File: src/rtl/ldst_addr_pkg.sv
package ldst_addr_pkg;
  localparam int RD_LANES = 2;
  localparam int RD_BASE  = 0;
  localparam int RD_INDEX = 1;

  typedef logic [RD_LANES-1:0] rd_mask_t;

  // Which register operands must still be read for an operation.
  function automatic rd_mask_t rd_need(input logic zero_base, input logic imm_ok);
    rd_mask_t m;
    m[RD_BASE]  = ~zero_base;
    m[RD_INDEX] = ~imm_ok;
    return m;
  endfunction
endpackage

File: src/rtl/ldst_rdgate.sv
module ldst_rdgate
  import ldst_addr_pkg::*;
(
  input  logic     clk,
  input  logic     rst,
  input  logic     load_en,
  input  rd_mask_t load_mask,
  input  rd_mask_t go,
  output rd_mask_t rel,
  output rd_mask_t hit,
  output logic     drain
);
  rd_mask_t rel_q;

  assign hit   = go & rel_q;
  assign drain = (|rel_q) && ((rel_q & ~hit) == '0);
  assign rel   = rel_q;

  always_ff @(posedge clk) begin
    if (rst)          rel_q <= '0;
    else if (load_en) rel_q <= load_mask;
    else              rel_q <= rel_q & ~hit;
  end

  for (genvar g = 0; g < RD_LANES; g++) begin : g_lane_chk
    // a granted request bit drops on the next cycle
    a_r8_grant_clears : assert property (@(posedge clk) disable iff (rst)
      rel_q[g] && go[g] |=> !rel_q[g]);
  end
endmodule

File: src/rtl/ldst_opnd_cap.sv
module ldst_opnd_cap
  import ldst_addr_pkg::*;
#(
  parameter int ADDR_W = 16
) (
  input  logic                           clk,
  input  logic                           preset_en,
  input  logic [RD_LANES-1:0][ADDR_W-1:0] preset_val,
  input  rd_mask_t                       cap_en,
  input  logic [RD_LANES-1:0][ADDR_W-1:0] cap_val,
  output logic [RD_LANES-1:0][ADDR_W-1:0] opnd
);
  for (genvar g = 0; g < RD_LANES; g++) begin : g_lane
    logic [ADDR_W-1:0] q;
    always_ff @(posedge clk) begin
      if (preset_en)      q <= preset_val[g];
      else if (cap_en[g]) q <= cap_val[g];
    end
    assign opnd[g] = q;
  end
endmodule

File: src/rtl/ldst_agen.sv
module ldst_agen #(
  parameter int ADDR_W = 16
) (
  input  logic [ADDR_W-1:0] base,
  input  logic [ADDR_W-1:0] offs,
  output logic [ADDR_W-1:0] ea
);
  // Sum that wraps at the adder width.
  function automatic logic [ADDR_W-1:0] ea_add(input logic [ADDR_W-1:0] a,
                                               input logic [ADDR_W-1:0] b);
    return a + b;
  endfunction

  assign ea = ea_add(base, offs);
endmodule

File: src/rtl/ldst_addr_unit.sv
module ldst_addr_unit
  import ldst_addr_pkg::*;
#(
  parameter int ADDR_W = 16,
  parameter int OP_W   = 2
) (
  input  logic              clk,
  input  logic              rst,
  input  logic              issue_i,
  input  logic [OP_W-1:0]   op_i,
  input  logic [ADDR_W-1:0] imm_i,
  input  logic              imm_ok_i,
  input  logic              zero_base_i,
  input  logic              update_i,
  input  logic [ADDR_W-1:0] base_i,
  input  logic [ADDR_W-1:0] index_i,
  input  logic [1:0]        rd_go_i,
  output logic [1:0]        rd_rel_o,
  input  logic              adr_go_i,
  output logic              adr_rel_o,
  output logic [ADDR_W-1:0] ea_o,
  output logic [OP_W-1:0]   op_o,
  output logic              wb_valid_o,
  output logic [ADDR_W-1:0] wb_data_o,
  output logic              busy_o
);
  logic      busy_q, adr_rel_q, upd_q;
  logic [OP_W-1:0] op_q;

  // Named internal events
  logic      accept;     // issue taken this cycle
  logic      skip_read;  // accepted with nothing to read
  logic      addr_done;  // address phase acknowledged
  rd_mask_t  need_mask;
  rd_mask_t  rd_hit;
  logic      rd_drain;   // last outstanding request granted this cycle
  logic [RD_LANES-1:0][ADDR_W-1:0] preset_v, cap_v, opnd;

  assign accept    = issue_i && !busy_q;
  assign need_mask = rd_need(zero_base_i, imm_ok_i);
  assign skip_read = accept && (need_mask == '0);
  assign addr_done = adr_rel_q && adr_go_i;

  ldst_rdgate u_rdgate (
    .clk      (clk),
    .rst      (rst),
    .load_en  (accept),
    .load_mask(need_mask),
    .go       (rd_go_i),
    .rel      (rd_rel_o),
    .hit      (rd_hit),
    .drain    (rd_drain)
  );

  // Base lane presets to zero; index lane presets to the immediate.
  assign preset_v[RD_BASE]  = '0;
  assign preset_v[RD_INDEX] = imm_i;
  assign cap_v[RD_BASE]     = base_i;
  assign cap_v[RD_INDEX]    = index_i;

  ldst_opnd_cap #(.ADDR_W(ADDR_W)) u_opnd (
    .clk       (clk),
    .preset_en (accept),
    .preset_val(preset_v),
    .cap_en    (rd_hit),
    .cap_val   (cap_v),
    .opnd      (opnd)
  );

  ldst_agen #(.ADDR_W(ADDR_W)) u_agen (
    .base(opnd[RD_BASE]),
    .offs(opnd[RD_INDEX]),
    .ea  (ea_o)
  );

  always_ff @(posedge clk) begin
    if (rst) begin
      busy_q    <= 1'b0;
      adr_rel_q <= 1'b0;
    end else begin
      if (accept)         busy_q <= 1'b1;
      else if (addr_done) busy_q <= 1'b0;
      if (skip_read || rd_drain) adr_rel_q <= 1'b1;
      else if (addr_done)        adr_rel_q <= 1'b0;
    end
  end

  always_ff @(posedge clk) begin
    if (accept) begin
      op_q  <= op_i;
      upd_q <= update_i;
    end
  end

  assign busy_o     = busy_q;
  assign adr_rel_o  = adr_rel_q;
  assign op_o       = op_q;
  assign wb_valid_o = adr_rel_q && upd_q;
  assign wb_data_o  = ea_o;

  // request mask follows the flags captured at issue
  a_r2_mask_from_flags : assert property (@(posedge clk) disable iff (rst)
    issue_i && !busy_o |=> rd_rel_o == {!$past(imm_ok_i), !$past(zero_base_i)});
  // nothing to read means release right after issue
  a_r3_skip_read : assert property (@(posedge clk) disable iff (rst)
    issue_i && !busy_o && zero_base_i && imm_ok_i |=> adr_rel_o && rd_rel_o == 2'b00);
  // writeback offered only during release
  a_r6_wb_in_release : assert property (@(posedge clk) disable iff (rst)
    wb_valid_o |-> adr_rel_o && wb_data_o == ea_o);
  // release held without acknowledge
  a_r7_release_held : assert property (@(posedge clk) disable iff (rst)
    adr_rel_o && !adr_go_i |=> adr_rel_o && $stable(ea_o));
  // acknowledge frees the unit
  a_r7_ack_frees : assert property (@(posedge clk) disable iff (rst)
    adr_rel_o && adr_go_i |=> !adr_rel_o && !busy_o && rd_rel_o == 2'b00);
  // idle unit raises nothing
  a_r9_idle_quiet : assert property (@(posedge clk) disable iff (rst)
    !busy_o |-> rd_rel_o == 2'b00 && !adr_rel_o);
  // issue while busy leaves opcode untouched
  a_r9_busy_ignores_issue : assert property (@(posedge clk) disable iff (rst)
    busy_o && issue_i && !adr_go_i |=> busy_o && $stable(op_o));
  // reset clears control state
  a_r10_reset_clears : assert property (@(posedge clk)
    rst |=> !busy_o && !adr_rel_o && rd_rel_o == 2'b00);
endmodule

File: config.mk
export PLATFORM = sky130hd
export DESIGN_NAME = ldst_addr_unit
export DESIGN_NICKNAME = d
export VERILOG_FILES = /design/src/rtl/ldst_addr_pkg.sv /design/src/rtl/ldst_rdgate.sv /design/src/rtl/ldst_opnd_cap.sv /design/src/rtl/ldst_agen.sv /design/src/rtl/ldst_addr_unit.sv
export SDC_FILE = /design/constraint.sdc
export NUM_CORES = 1
export LEC_CHECK = 0
export ABC_CLOCK_PERIOD_IN_PS = 2300
export BUFFER_PORTS_ARGS = -buffer_cell sky130_fd_sc_hd__buf_2
export CAP_MARGIN = 15
export CORE_MARGIN = 1
export CORE_UTILIZATION = 44
export DETAILED_ROUTE_END_ITERATION = 10
export GPL_TIMING_DRIVEN = 0
export PLACE_DENSITY = 0.86
export SLEW_MARGIN = 20
export SYNTH_ARGS = -nofsm -noshare
export SYNTH_HDL_FRONTEND = slang
export SYNTH_SLANG_ARGS = --single-unit
File: constraint.sdc
create_clock -name clk -period 2.3 [get_ports clk]
set_input_delay 0.23 -clock clk [delete_from_list [all_inputs] [get_ports clk]]
set_output_delay 0.23 -clock clk [all_outputs]
set_load 0.01 [all_outputs]
==> results.yml <==
synth:
  ys_ff_latch: 39
  muxShareOfSynthArea_pct: 9.03
  synth_edf_count: 19
  synthCells: 245
  syn_nets: 320
  yosysWarnings: 0
  syn_area_sq_um: 2360
  synthAdderAreaFrac_pct: 8.82
  synth-simple-area-share_pct: 11.8
  synth_top_cell_area_share_pct: 24.2
  synth.distinct_cells: 39
  post-synth-top-count-cell: "nand2_1"
  synth_xor_xnor_area_share_pct: 5.58
  synth-main-ff-cell: "dfxtp_1"
  synth_compound_area_share_pct: 16.3
  synth-seq-area-share_pct: 41.2
  async_flop_share_pct: 0
  synth_area_per_cell_sq_um: 9.62
  synth_commonest_cells: "nand2_1 (42), a21oi_1 (35), dfxtp_1 (20)"
  synth_top_family_by_area: "compound AO/OA/AOI/OAI gates"
  yosys-top-cells-area: "edfxtp_1 (24%), dfxtp_1 (17%), mux2_2 (8.6%)"
  synth_top_area_cell: "edfxtp_1"
critical_path:
  worstPathArrival_ps: 2660
  cp-endpoint: "wb_data_o[10]"
  worstPathRequired_ps: 2070
  slowest_stage: "edfxtp_1"
  slowest_delay_ps: 420
  endpoint_kind: "output pin"
  cpMostUsedCell: "buf_4"
  critPathKind: "reg -> out"
  cp_max_fo: 3
  crit_path_start_kind: "flip-flop"
  reg2reg_depth: 4
  reg2reg_to: "u_opnd.g_lane[1].q[13]"
  reg2reg_from: "busy_o"
  path_cells: "ha_4 > fa_2 > a21o_4 > a311oi_4 > buf_4 > o21ai_4 > a311oi_2 > nor3_1 > buf_4 > buf_2"
  crit_start: "u_opnd.g_lane[1].q[0]"
  r2r_slack_ps: 430
clock_network:
  clock_latency_ps: 290
  clk_path_buf_depth: 2
  clkSinkCount: 39
  h-tree-depth: 2
  clkSlewWorstSetupHoldPaths_ps: 70
  tritoncts: "yes"
  postCtsHoldBufs: 0
  numCtsBuffers: 5
  cts_root_buf: "clkbuf_8"
power:
  vdd_drop_max_mv: 0.455
  p_leak_nw: 1.46
  power_density_nw_per_um2: 563
  total_power_mw: 1.97
floorplan:
  core_area_sq_um: 5140
  rows: 26
  die_h_um: 75.2
  die_area_sq_um: 5650
  die_w_um: 75.2
  start_util_pct: 45.8
  io_pins: 98
sta:
  layout_setup_ws_ps: -595
  final_hold_viol_count: 0
  tns_ps: -5550
  finalCritPeriodShare_pct: 126
  setup_viol: 21
  rsz0062_at_grt: "yes"
  slew_headroom_pct: 58.6
  min_period_ps: 2890
  skew_ps: 4.27
  hold_ws_ps: 118
  worst_pin_slew_ps: 621
  drv_slew: 0
  max_freq_mhz: 345
routing:
  drt_iter0_markers: 159
  wl_um: 6840
  via_per_inst: 5.45
  via_count: 2343
  drc_errors: 0
  wire_per_inst_um: 15.9
  first_pass_iters: 5
  ant_nets: 0
placement:
  place_inst: 412
  io_buffers: 97
  dpl_cell_area_sq_um: 2940
  dp_hpwl_um: 4390
  dp_slack_ps: -276
  place_congestion: 0.809
layout:
  n_antenna_cell: 0
  area_growth_syn_to_layout_pct: 48.5
  final_area_sq_um: 3500
  final_util_pct: 68.1
  drive_gt1_share_pct: 54.4
  final_cells: 430
  final_nets: 434
  fillers: 397
grt:
  antenna_found_initial: 0
  grt_pass1_vias: 2045
  grtUsageTotal_pct: 21.7
  grt_pass1_wl_um: 9110
  grt_max_degree: 17
  grt.overflow.total: 0
run_status:
  violations: "negative setup slack"
  status: "complete, but fails checks"
hold_path:
  whs_path_depth: 1
  min_path_type: "in -> reg"
run:
  maxCapViolations: 0
==> cells by family (layout without fill, tap and decap cells) <==
group / after synthesis / in the layout
fa+ha+maj: 16 / 16
compound gates: 61 / 61
buf+inv: 29 / 144
simple gates: 66 / 66
flops: 39 / 39
xor+xnor: 15 / 15
mux: 19 / 19
==> report_power, final <==
part / leakage [nW] / internal, mW / switching [mW]
sequential: 0.346 / 0.785 / 0.0394
clock: 0.0422 / 0.213 / 0.230
combinational: 1.07 / 0.367 / 0.337
==> repair_timing <==
item                       CTS  global route
gates resized for setup     38            31
pin swaps                   14            19
hold endpoints to repair     0             0
setup endpoints to repair   20            22
setup buffers                5             8
==> worst min-delay path by stage <==
stage / start / endpoint / slack (ps)
detailed placement: update_i / upd_q / 410
floorplan: rst / adr_rel_o / 300
CTS: update_i / upd_q / 110
global placement: update_i / upd_q / 410
global route: update_i / upd_q / 110
finish: update_i / upd_q / 120
==> placed cells by master (no fill, tap or decap), drive strengths merged, types with 3 or more instances in the layout <==
cell type	netlist	final
a21o	4	4
a21oi	35	35
buf	19	127
clkbuf	5	11
dfxtp	20	20
edfxtp	19	19
ha	15	15
inv	4	4
mux2	18	18
nand2	42	42
nand3	5	5
nor2	8	8
nor3	3	3
o211ai	4	4
o21ai	7	7
xnor2	10	10
xor2	5	5
==> final cells by class <==
cell class | instances | area [sq um] | share of cell area (%)
buffer | 21 | 134 | 3.83
multi-input combinational | 177 | 1570 | 44.9
clock buffer | 7 | 76.3 | 2.18
tap | 70 | 87.6 | 2.50
timing repair buffer | 110 | 634 | 18.1
sequential | 39 | 971 | 27.7
clock inverter | 1 | 5.00 | 0.143
inverter | 5 | 18.8 | 0.536
==> critical path: cells and delay by family (launching register included) <==
family                   cells  cell delay [ps]
flip-flops                   1              420
adder cells (fa/ha/maj)      2              540
AND/OR/NAND/NOR              1              100
AO/OA/AOI/OAI                4              850
buffers and inverters        3              450
==> per-layer routing <==
metal / global-route usage [%] / routed length, um
met5: 0 / 0
met4: 8.64 / 211
met3: 4.69 / 345
met2: 40.1 / 3560
met1: 24.1 / 2720
==> state kept, by name, indices dropped and copies added, names as in the netlist <==
| register | flops |
|---|---|
| busy_o | 1 |
| adr_rel_o | 1 |
| u_opnd.g_lane.q | 32 |
| upd_q | 1 |
| u_rdgate.rel | 2 |
| op_o | 2 |
(Power assumes the default switching activity.)
